==> config.mk <==
export PLATFORM = sky130hd
export DESIGN_NAME = idx_xfer_engine
export DESIGN_NICKNAME = d
export VERILOG_FILES = /design/src/rtl/xfer_pkg.sv /design/src/rtl/xfer_dp.sv /design/src/rtl/xfer_ctrl.sv /design/src/rtl/idx_xfer_engine.sv
export SDC_FILE = /design/constraint.sdc
export NUM_CORES = 1
export LEC_CHECK = 0
export BUFFER_PORTS_ARGS = -buffer_cell sky130_fd_sc_hd__buf_2
export CAP_MARGIN = 20
export CORE_MARGIN = 3
export CORE_UTILIZATION = 50
export CTS_CLUSTER_DIAMETER = 80
export DETAILED_ROUTE_END_ITERATION = 8
export HOLD_SLACK_MARGIN = 0.1
export PLACE_DENSITY = 0.78
export SETUP_SLACK_MARGIN = 0.15
export SLEW_MARGIN = 20
export SYNTH_ARGS = -nofsm -noshare
export SYNTH_HDL_FRONTEND = slang
export SYNTH_SLANG_ARGS = --single-unit
==> constraint.sdc <==
create_clock -name clk -period 2.2 [get_ports clk]
set_clock_uncertainty 0.05 [all_clocks]
set_input_delay 0.44 -clock clk [delete_from_list [all_inputs] [get_ports clk]]
set_output_delay 0.44 -clock clk [all_outputs]
set_load 0.01 [all_outputs]
==> src/rtl/xfer_pkg.sv <==
package xfer_pkg;

  localparam int XFER_REG_IDX_W = 4;

  typedef enum logic [2:0] {
    OP_IDX_ADD = 3'd0,
    OP_GLYPH   = 3'd1,
    OP_DEC     = 3'd2,
    OP_STORE   = 3'd3,
    OP_LOAD    = 3'd4
  } xferOp_e;

  // strobes from control to datapath
  typedef struct packed {
    logic                      idxAdd;
    logic                      idxGlyph;
    logic                      bcdLoad;
    logic                      bcdStepH;
    logic                      bcdStepT;
    logic                      wrBcd;
    logic [XFER_REG_IDX_W-1:0] offset;
  } xferStrobes_t;

endpackage

==> src/rtl/xfer_dp.sv <==
module xfer_dp
  import xfer_pkg::*;
#(
  parameter int ADDR_W      = 16,
  parameter int DATA_W      = 8,
  parameter int GLYPH_BYTES = 5
) (
  input  logic              clk,
  input  logic              rst_n,
  input  xferStrobes_t      stb,
  input  logic [DATA_W-1:0] regRdData,
  output logic [ADDR_W-1:0] idx,
  output logic [ADDR_W-1:0] memAddr,
  output logic [DATA_W-1:0] memWdata,
  output logic              hundGe,
  output logic              tenGe
);

  localparam int DIGIT_W = 4;
  localparam logic [ADDR_W-1:0] GLYPH_STRIDE = ADDR_W'(GLYPH_BYTES);
  localparam logic [DATA_W-1:0] HUNDRED      = DATA_W'(100);
  localparam logic [DATA_W-1:0] TEN          = DATA_W'(10);

  logic [DATA_W-1:0]  work;
  logic [DIGIT_W-1:0] hund;
  logic [DIGIT_W-1:0] tens;
  logic [DIGIT_W-1:0] digit;

  assign hundGe = work >= HUNDRED;
  assign tenGe  = work >= TEN;

  // index register
  always_ff @(posedge clk) begin
    if (!rst_n) begin
      idx <= '0;
    end else if (stb.idxAdd) begin
      idx <= idx + ADDR_W'(regRdData);
    end else if (stb.idxGlyph) begin
      idx <= ADDR_W'(regRdData) * GLYPH_STRIDE;
    end
  end

  // repeated-subtraction decimal split
  always_ff @(posedge clk) begin
    if (!rst_n) begin
      work <= '0;
      hund <= '0;
      tens <= '0;
    end else if (stb.bcdLoad) begin
      work <= regRdData;
      hund <= '0;
      tens <= '0;
    end else if (stb.bcdStepH) begin
      work <= work - HUNDRED;
      hund <= hund + 1'b1;
    end else if (stb.bcdStepT) begin
      work <= work - TEN;
      tens <= tens + 1'b1;
    end
  end

  always_comb begin
    case (stb.offset)
      XFER_REG_IDX_W'(0): digit = hund;
      XFER_REG_IDX_W'(1): digit = tens;
      default:            digit = work[DIGIT_W-1:0];
    endcase
  end

  assign memAddr  = idx + ADDR_W'(stb.offset);
  assign memWdata = stb.wrBcd ? DATA_W'(digit) : regRdData;

  // every digit written is a decimal digit
  a_r3_digit_range: assert property (@(posedge clk) disable iff (!rst_n)
    stb.wrBcd |-> (hund <= DIGIT_W'(2) && tens < DIGIT_W'(10) && work < TEN));

endmodule

==> src/rtl/xfer_ctrl.sv <==
module xfer_ctrl
  import xfer_pkg::*;
(
  input  logic                      clk,
  input  logic                      rst_n,
  input  logic                      start,
  input  logic [2:0]                opSel,
  input  logic [XFER_REG_IDX_W-1:0] xSel,
  input  logic                      hundGe,
  input  logic                      tenGe,
  output xferStrobes_t              stb,
  output logic                      busy,
  output logic                      done,
  output logic                      memWe,
  output logic                      regWrEn,
  output logic [XFER_REG_IDX_W-1:0] regWrAddr,
  output logic [XFER_REG_IDX_W-1:0] regRdAddr
);

  typedef enum logic [3:0] {
    S_IDLE, S_SINGLE, S_DEC_FETCH, S_DEC_H, S_DEC_T, S_DEC_WR,
    S_STORE, S_LD_RD, S_LD_WR
  } state_e;

  localparam logic [XFER_REG_IDX_W-1:0] LAST_DIGIT = XFER_REG_IDX_W'(2);

  state_e                    state;
  logic                      glyphQ;
  logic [XFER_REG_IDX_W-1:0] xQ;
  logic [XFER_REG_IDX_W-1:0] cnt;

  always_ff @(posedge clk) begin
    if (!rst_n) begin
      state  <= S_IDLE;
      glyphQ <= 1'b0;
      xQ     <= '0;
      cnt    <= '0;
      done   <= 1'b0;
    end else begin
      done <= 1'b0;
      case (state)
        S_IDLE: if (start) begin
          xQ     <= xSel;
          cnt    <= '0;
          glyphQ <= (opSel == OP_GLYPH);
          case (opSel)
            OP_IDX_ADD, OP_GLYPH: state <= S_SINGLE;
            OP_DEC:               state <= S_DEC_FETCH;
            OP_STORE:             state <= S_STORE;
            OP_LOAD:              state <= S_LD_RD;
            default:              done  <= 1'b1;
          endcase
        end
        S_SINGLE: begin
          state <= S_IDLE;
          done  <= 1'b1;
        end
        S_DEC_FETCH: state <= S_DEC_H;
        S_DEC_H:     if (!hundGe) state <= S_DEC_T;
        S_DEC_T:     if (!tenGe) state <= S_DEC_WR;
        S_DEC_WR: begin
          if (cnt == LAST_DIGIT) begin
            state <= S_IDLE;
            done  <= 1'b1;
          end else begin
            cnt <= cnt + 1'b1;
          end
        end
        S_STORE: begin
          if (cnt == xQ) begin
            state <= S_IDLE;
            done  <= 1'b1;
          end else begin
            cnt <= cnt + 1'b1;
          end
        end
        S_LD_RD: state <= S_LD_WR;
        S_LD_WR: begin
          if (cnt == xQ) begin
            state <= S_IDLE;
            done  <= 1'b1;
          end else begin
            cnt   <= cnt + 1'b1;
            state <= S_LD_RD;
          end
        end
        default: state <= S_IDLE;
      endcase
    end
  end

  always_comb begin
    stb        = '0;
    stb.offset = cnt;
    memWe      = 1'b0;
    regWrEn    = 1'b0;
    case (state)
      S_SINGLE: begin
        stb.idxAdd   = !glyphQ;
        stb.idxGlyph = glyphQ;
      end
      S_DEC_FETCH: stb.bcdLoad  = 1'b1;
      S_DEC_H:     stb.bcdStepH = hundGe;
      S_DEC_T:     stb.bcdStepT = tenGe;
      S_DEC_WR: begin
        stb.wrBcd = 1'b1;
        memWe     = 1'b1;
      end
      S_STORE: memWe   = 1'b1;
      S_LD_WR: regWrEn = 1'b1;
      default: ;
    endcase
  end

  assign busy      = (state != S_IDLE);
  assign regWrAddr = cnt;
  assign regRdAddr = (state == S_STORE) ? cnt : xQ;

  // completion pulse lasts one cycle and comes with busy low
  a_r8_done_pulse: assert property (@(posedge clk) disable iff (!rst_n)
    done |=> !done);
  a_r8_done_idle: assert property (@(posedge clk) disable iff (!rst_n)
    done |-> !busy);
  // a register load uses data addressed in the previous cycle
  a_r7_load_latency: assert property (@(posedge clk) disable iff (!rst_n)
    regWrEn |-> $past(state == S_LD_RD));
  // never a write and a read issue together
  a_r7_one_access: assert property (@(posedge clk) disable iff (!rst_n)
    $onehot0({memWe, state == S_LD_RD}));
  // captured operand untouched by a strobe during busy
  a_r9_start_ignored: assert property (@(posedge clk) disable iff (!rst_n)
    (busy && start) |=> $stable(xQ));

endmodule

==> src/rtl/idx_xfer_engine.sv <==
module idx_xfer_engine
  import xfer_pkg::*;
#(
  parameter int ADDR_W      = 16,
  parameter int DATA_W      = 8,
  parameter int GLYPH_BYTES = 5
) (
  input  logic                      clk,
  input  logic                      rst_n,
  input  logic                      start,
  input  logic [2:0]                opSel,
  input  logic [XFER_REG_IDX_W-1:0] xSel,
  output logic                      busy,
  output logic                      done,
  output logic [ADDR_W-1:0]         indexOut,
  output logic [ADDR_W-1:0]         memAddr,
  output logic [DATA_W-1:0]         memWdata,
  output logic                      memWe,
  input  logic [DATA_W-1:0]         memRdata,
  output logic [XFER_REG_IDX_W-1:0] regRdAddr,
  input  logic [DATA_W-1:0]         regRdData,
  output logic                      regWrEn,
  output logic [XFER_REG_IDX_W-1:0] regWrAddr,
  output logic [DATA_W-1:0]         regWrData
);

  xferStrobes_t stb;
  logic         hundGe;
  logic         tenGe;

  xfer_ctrl u_ctrl (
    .clk       (clk),
    .rst_n     (rst_n),
    .start     (start),
    .opSel     (opSel),
    .xSel      (xSel),
    .hundGe    (hundGe),
    .tenGe     (tenGe),
    .stb       (stb),
    .busy      (busy),
    .done      (done),
    .memWe     (memWe),
    .regWrEn   (regWrEn),
    .regWrAddr (regWrAddr),
    .regRdAddr (regRdAddr)
  );

  xfer_dp #(
    .ADDR_W      (ADDR_W),
    .DATA_W      (DATA_W),
    .GLYPH_BYTES (GLYPH_BYTES)
  ) u_dp (
    .clk       (clk),
    .rst_n     (rst_n),
    .stb       (stb),
    .regRdData (regRdData),
    .idx       (indexOut),
    .memAddr   (memAddr),
    .memWdata  (memWdata),
    .hundGe    (hundGe),
    .tenGe     (tenGe)
  );

  assign regWrData = memRdata;

  // transfers never move the index
  a_r6_idx_hold: assert property (@(posedge clk) disable iff (!rst_n)
    (memWe || regWrEn) |=> $stable(indexOut));

endmodule

==> results by group <==
Global route
  • Met2 global-route usage: 48.8%
  • GR Util met1: 33.8%
  • Most used routing layer: met2
  • Largest net degree at the start of global routing: 21
  • GRT Resource Usage Total: roughly 28%
  • Initial antenna violation count: 0
  • GRT overflow: 0
  • First-pass GRT wire length: between 15000 and 20000 microns
  • Met3 global-route usage: slightly below 4%
  • Vias in the first global route: roughly 4200

Synthesis
  • Synth cell types: 64
  • Cell Area, Synth: about 0.0038 sq mm
  • Async S/R FF share, synth: 0%
  • Syn Area/Cell: between 8 and 9 sq um
  • Top_reg_cell synth: dfxtp_1
  • Post-Syn Nets: about 530
  • Seq/Total Area, Yosys: between 20 and 25%
  • Synth warn: 0
  • Seq cells post-synth: 46
  • Post-synthesis cell count: around 460
  • EDFF count, synth: 0

Setup path
  • Critical-path cell list: ha_4 > fa_2 > a21o_1 > a21oi_2 > or2_4 > inv_4 > nand2_2 > xnor2_2 > buf_2
  • Kind of end point of the critical path: output port
  • WS Path Type: register to output port
  • CP top delay family: adder cells
  • Slowest library cell on the worst path: dfxtp_2
  • Startpoint Class: register
  • CP required: between 1.5 and 2 ns
  • Crit-path max FO: 3
  • Largest stage delay, worst path: 0.36 ns
  • Crit path DAT: 2.10 ns
  • Crit path buffers/inverters: 2

Power
  • Power per cell area: approximately 1000 mW/mm^2
  • Peak VDD IR: between 0.0007 and 0.0008 V
  • Lkg Pwr: 2.59 nW

Place
  • GPL Wtd Cong: 0.931
  • Placed cell count: 669
  • Post-detail-place hpwl: approximately 8400 microns
  • # port buffers: between 60 and 70
  • Post-DP Area: 0.00476 sq mm

Clocking
  • CTS tree: yes
  • CTS max path bufs: 2
  • Htree depth: 2
  • Clock latency on the worst-skew pair: about 0.31 ns
  • Hold Buf Count CTS: 0
  • Num CTS Buffers: 5
  • Clock Tree Root: clkbuf_8
  • Worst-path clk slew: about 0.090 ns
  • # clock sinks: 46

Timing
  • Final setup vio count: 20
  • Slew HR: a little over two fifths
  • Minimum clock period: ~2.6 ns
  • Worst-Margin Slew: 0.854 ns
  • RSZ-0062 raised after global routing: yes
  • Fmax: about 390 MHz
  • Final Max Tran Viols: 0
  • Final hold violations: 0
  • Final worst slack: -0.394 ns
  • Crit share post-route: 118%

Routing
  • DRT Wirelength: about 14000 microns
  • Routed WL per cell: 19.9 microns
  • Initial DRT Pass Iterations: 5
  • DR vias/cell: ~6.2
  • DRC Markers: 0
  • Vias: approximately 4400
  • Iter 0 DRT Violations: about 280
  • Number of antenna-violating nets in the routed design: 0

Die
  • Die area: ~0.0087 sq mm
  • Core box area: between 0.007 and 0.008 sq mm
  • Die H: 93.2 microns
  • Initial Util: between 50% and 60%
  • Width of the chip: 93.2 microns
  • Num rows: 31
  • Count of boundary I/O pins: 86

Final layout
  • Post-route cell area: 0.00581 sq mm
  • Most frequent cells in the layout: buf_4, buf_2, nor2_1
  • P&R area growth vs syn: 52.8%
  • Most common cell after layout, fill and taps aside: buf_4
  • ANT cells: 0
  • Filler cells: roughly 380
  • Final std cells w/o fill: 714
  • Share of cells above drive strength 1: around half
  • Final net count: about 680

Outcome
  • Failing checks: negative setup slack
  • Status: complete, but fails checks

Min path
  • Worst hold path type: input port to register

Job
  • Max-cap viol count: 0
[sequential cells by signal, summed over array words and instances (netlist names)]
| register | flops |
|---|---|
| u_ctrl.done | 1 |
| u_ctrl.glyphQ | 1 |
| u_ctrl.regWrAddr | 4 |
| u_ctrl.state | 4 |
| u_ctrl.xQ | 4 |
| u_dp.hund | 4 |
| u_dp.idx | 16 |
| u_dp.tens | 4 |
| u_dp.work | 8 |
[stage by stage]
stage / TNS (ns) / hold WS (ns) / utilization, % / power [mW] / setup slack (ns)
after floorplan: -0.364 / 0.408 / - / 3.04 / -0.177
after global placement: -0.824 / 0.447 / 65.0 / 4.03 / -0.144
after detailed placement: -1.37 / 0.450 / 65.0 / 4.10 / -0.186
after CTS: -3.76 / 0.327 / 71.9 / 5.04 / -0.405
after global routing: -6.16 / 0.339 / 79.2 / 6.20 / -0.464
final: -4.60 / 0.328 / 79.2 / 5.90 / -0.394
[metal layers]
layer	part of all wire [%]	vias up
met2	50	281
li1	-	1972
met5	0	-
met4	5.5	0
met3	6.9	78
met1	38	2110
[kinds of logic (layout without fill, tap and decap cells)]
kind of cell | after synthesis | after routing | share of synthesized area [%]
adders and majority gates | 39 | 39 | 13.4
buffers and inverters | 39 | 192 | 4.94
muxes | 16 | 16 | 4.35
xor gates and xnor gates | 39 | 39 | 8.99
AOI/OAI and AO/OA | 122 | 122 | 21.9
and+or+nand+nor | 161 | 161 | 22.2
DFF | 46 | 46 | 24.2
[worst min-delay path: stages]
cell     delay [ns]
buf_2          0.08
mux2i_1        0.06
nor2_1         0.07
[layout make-up]
cell class                 count  area, sq um  area share [%]
multi-input combinational    377         3330            57.3
tap                           99          124            2.13
clock inverter                 2         10.0           0.172
clock buffer                   6         72.6            1.25
inverter                      15         68.8            1.19
timing repair buffer         169         1250            21.6
sequential                    46          951            16.4
[power breakdown]
part | switching, mW | internal (mW)
registers | 0.230 | 1.03
clock network | 0.321 | 0.222
logic | 2.13 | 1.96
total | 2.68 | 3.22
[synthesized netlist by cell type, types with 6 or more instances]
cell type  instances  area (sq um)
dfxtp_1           46           921
a211oi_1          14           105
or2_2              6          37.5
nand2_1           30           113
o21ai_0           23           115
nor2_1            57           214
nor2b_1            9          56.3
ha_1              36           450
a21oi_1           32           160
xnor2_1           20           175
clkbuf_1          14          52.6
buf_4              8          60.1
nor3_1            10          50.1
a21o_1             7          52.6
a22oi_1            8          60.1
xor2_1            19           166
mux2i_1           12           120
nand3_1           13          65.1
inv_1             15          56.3
[timing repair]
| item | in CTS | in global routing |
|---|---|---|
| pin swaps | 36 | 51 |
| buffers inserted | 17 | 20 |
| endpoints found under the setup margin | 49 | 55 |
| resized for setup | 75 | 89 |
[path summary, 6_finish.rpt]
path	from	end	slack, ns	depth (start not counted)
max	u_dp.idx[0]	memAddr[12]	-0.39	9
max reg2reg	u_dp.work[2]	u_ctrl.state[2]	-0.03	10
min reg2reg	u_dp.tens[3]	u_dp.tens[3]	0.49	2
min	xSel[1]	u_ctrl.xQ[1]	0.33	3
Note: power is estimated with default switching activity, not from simulation.
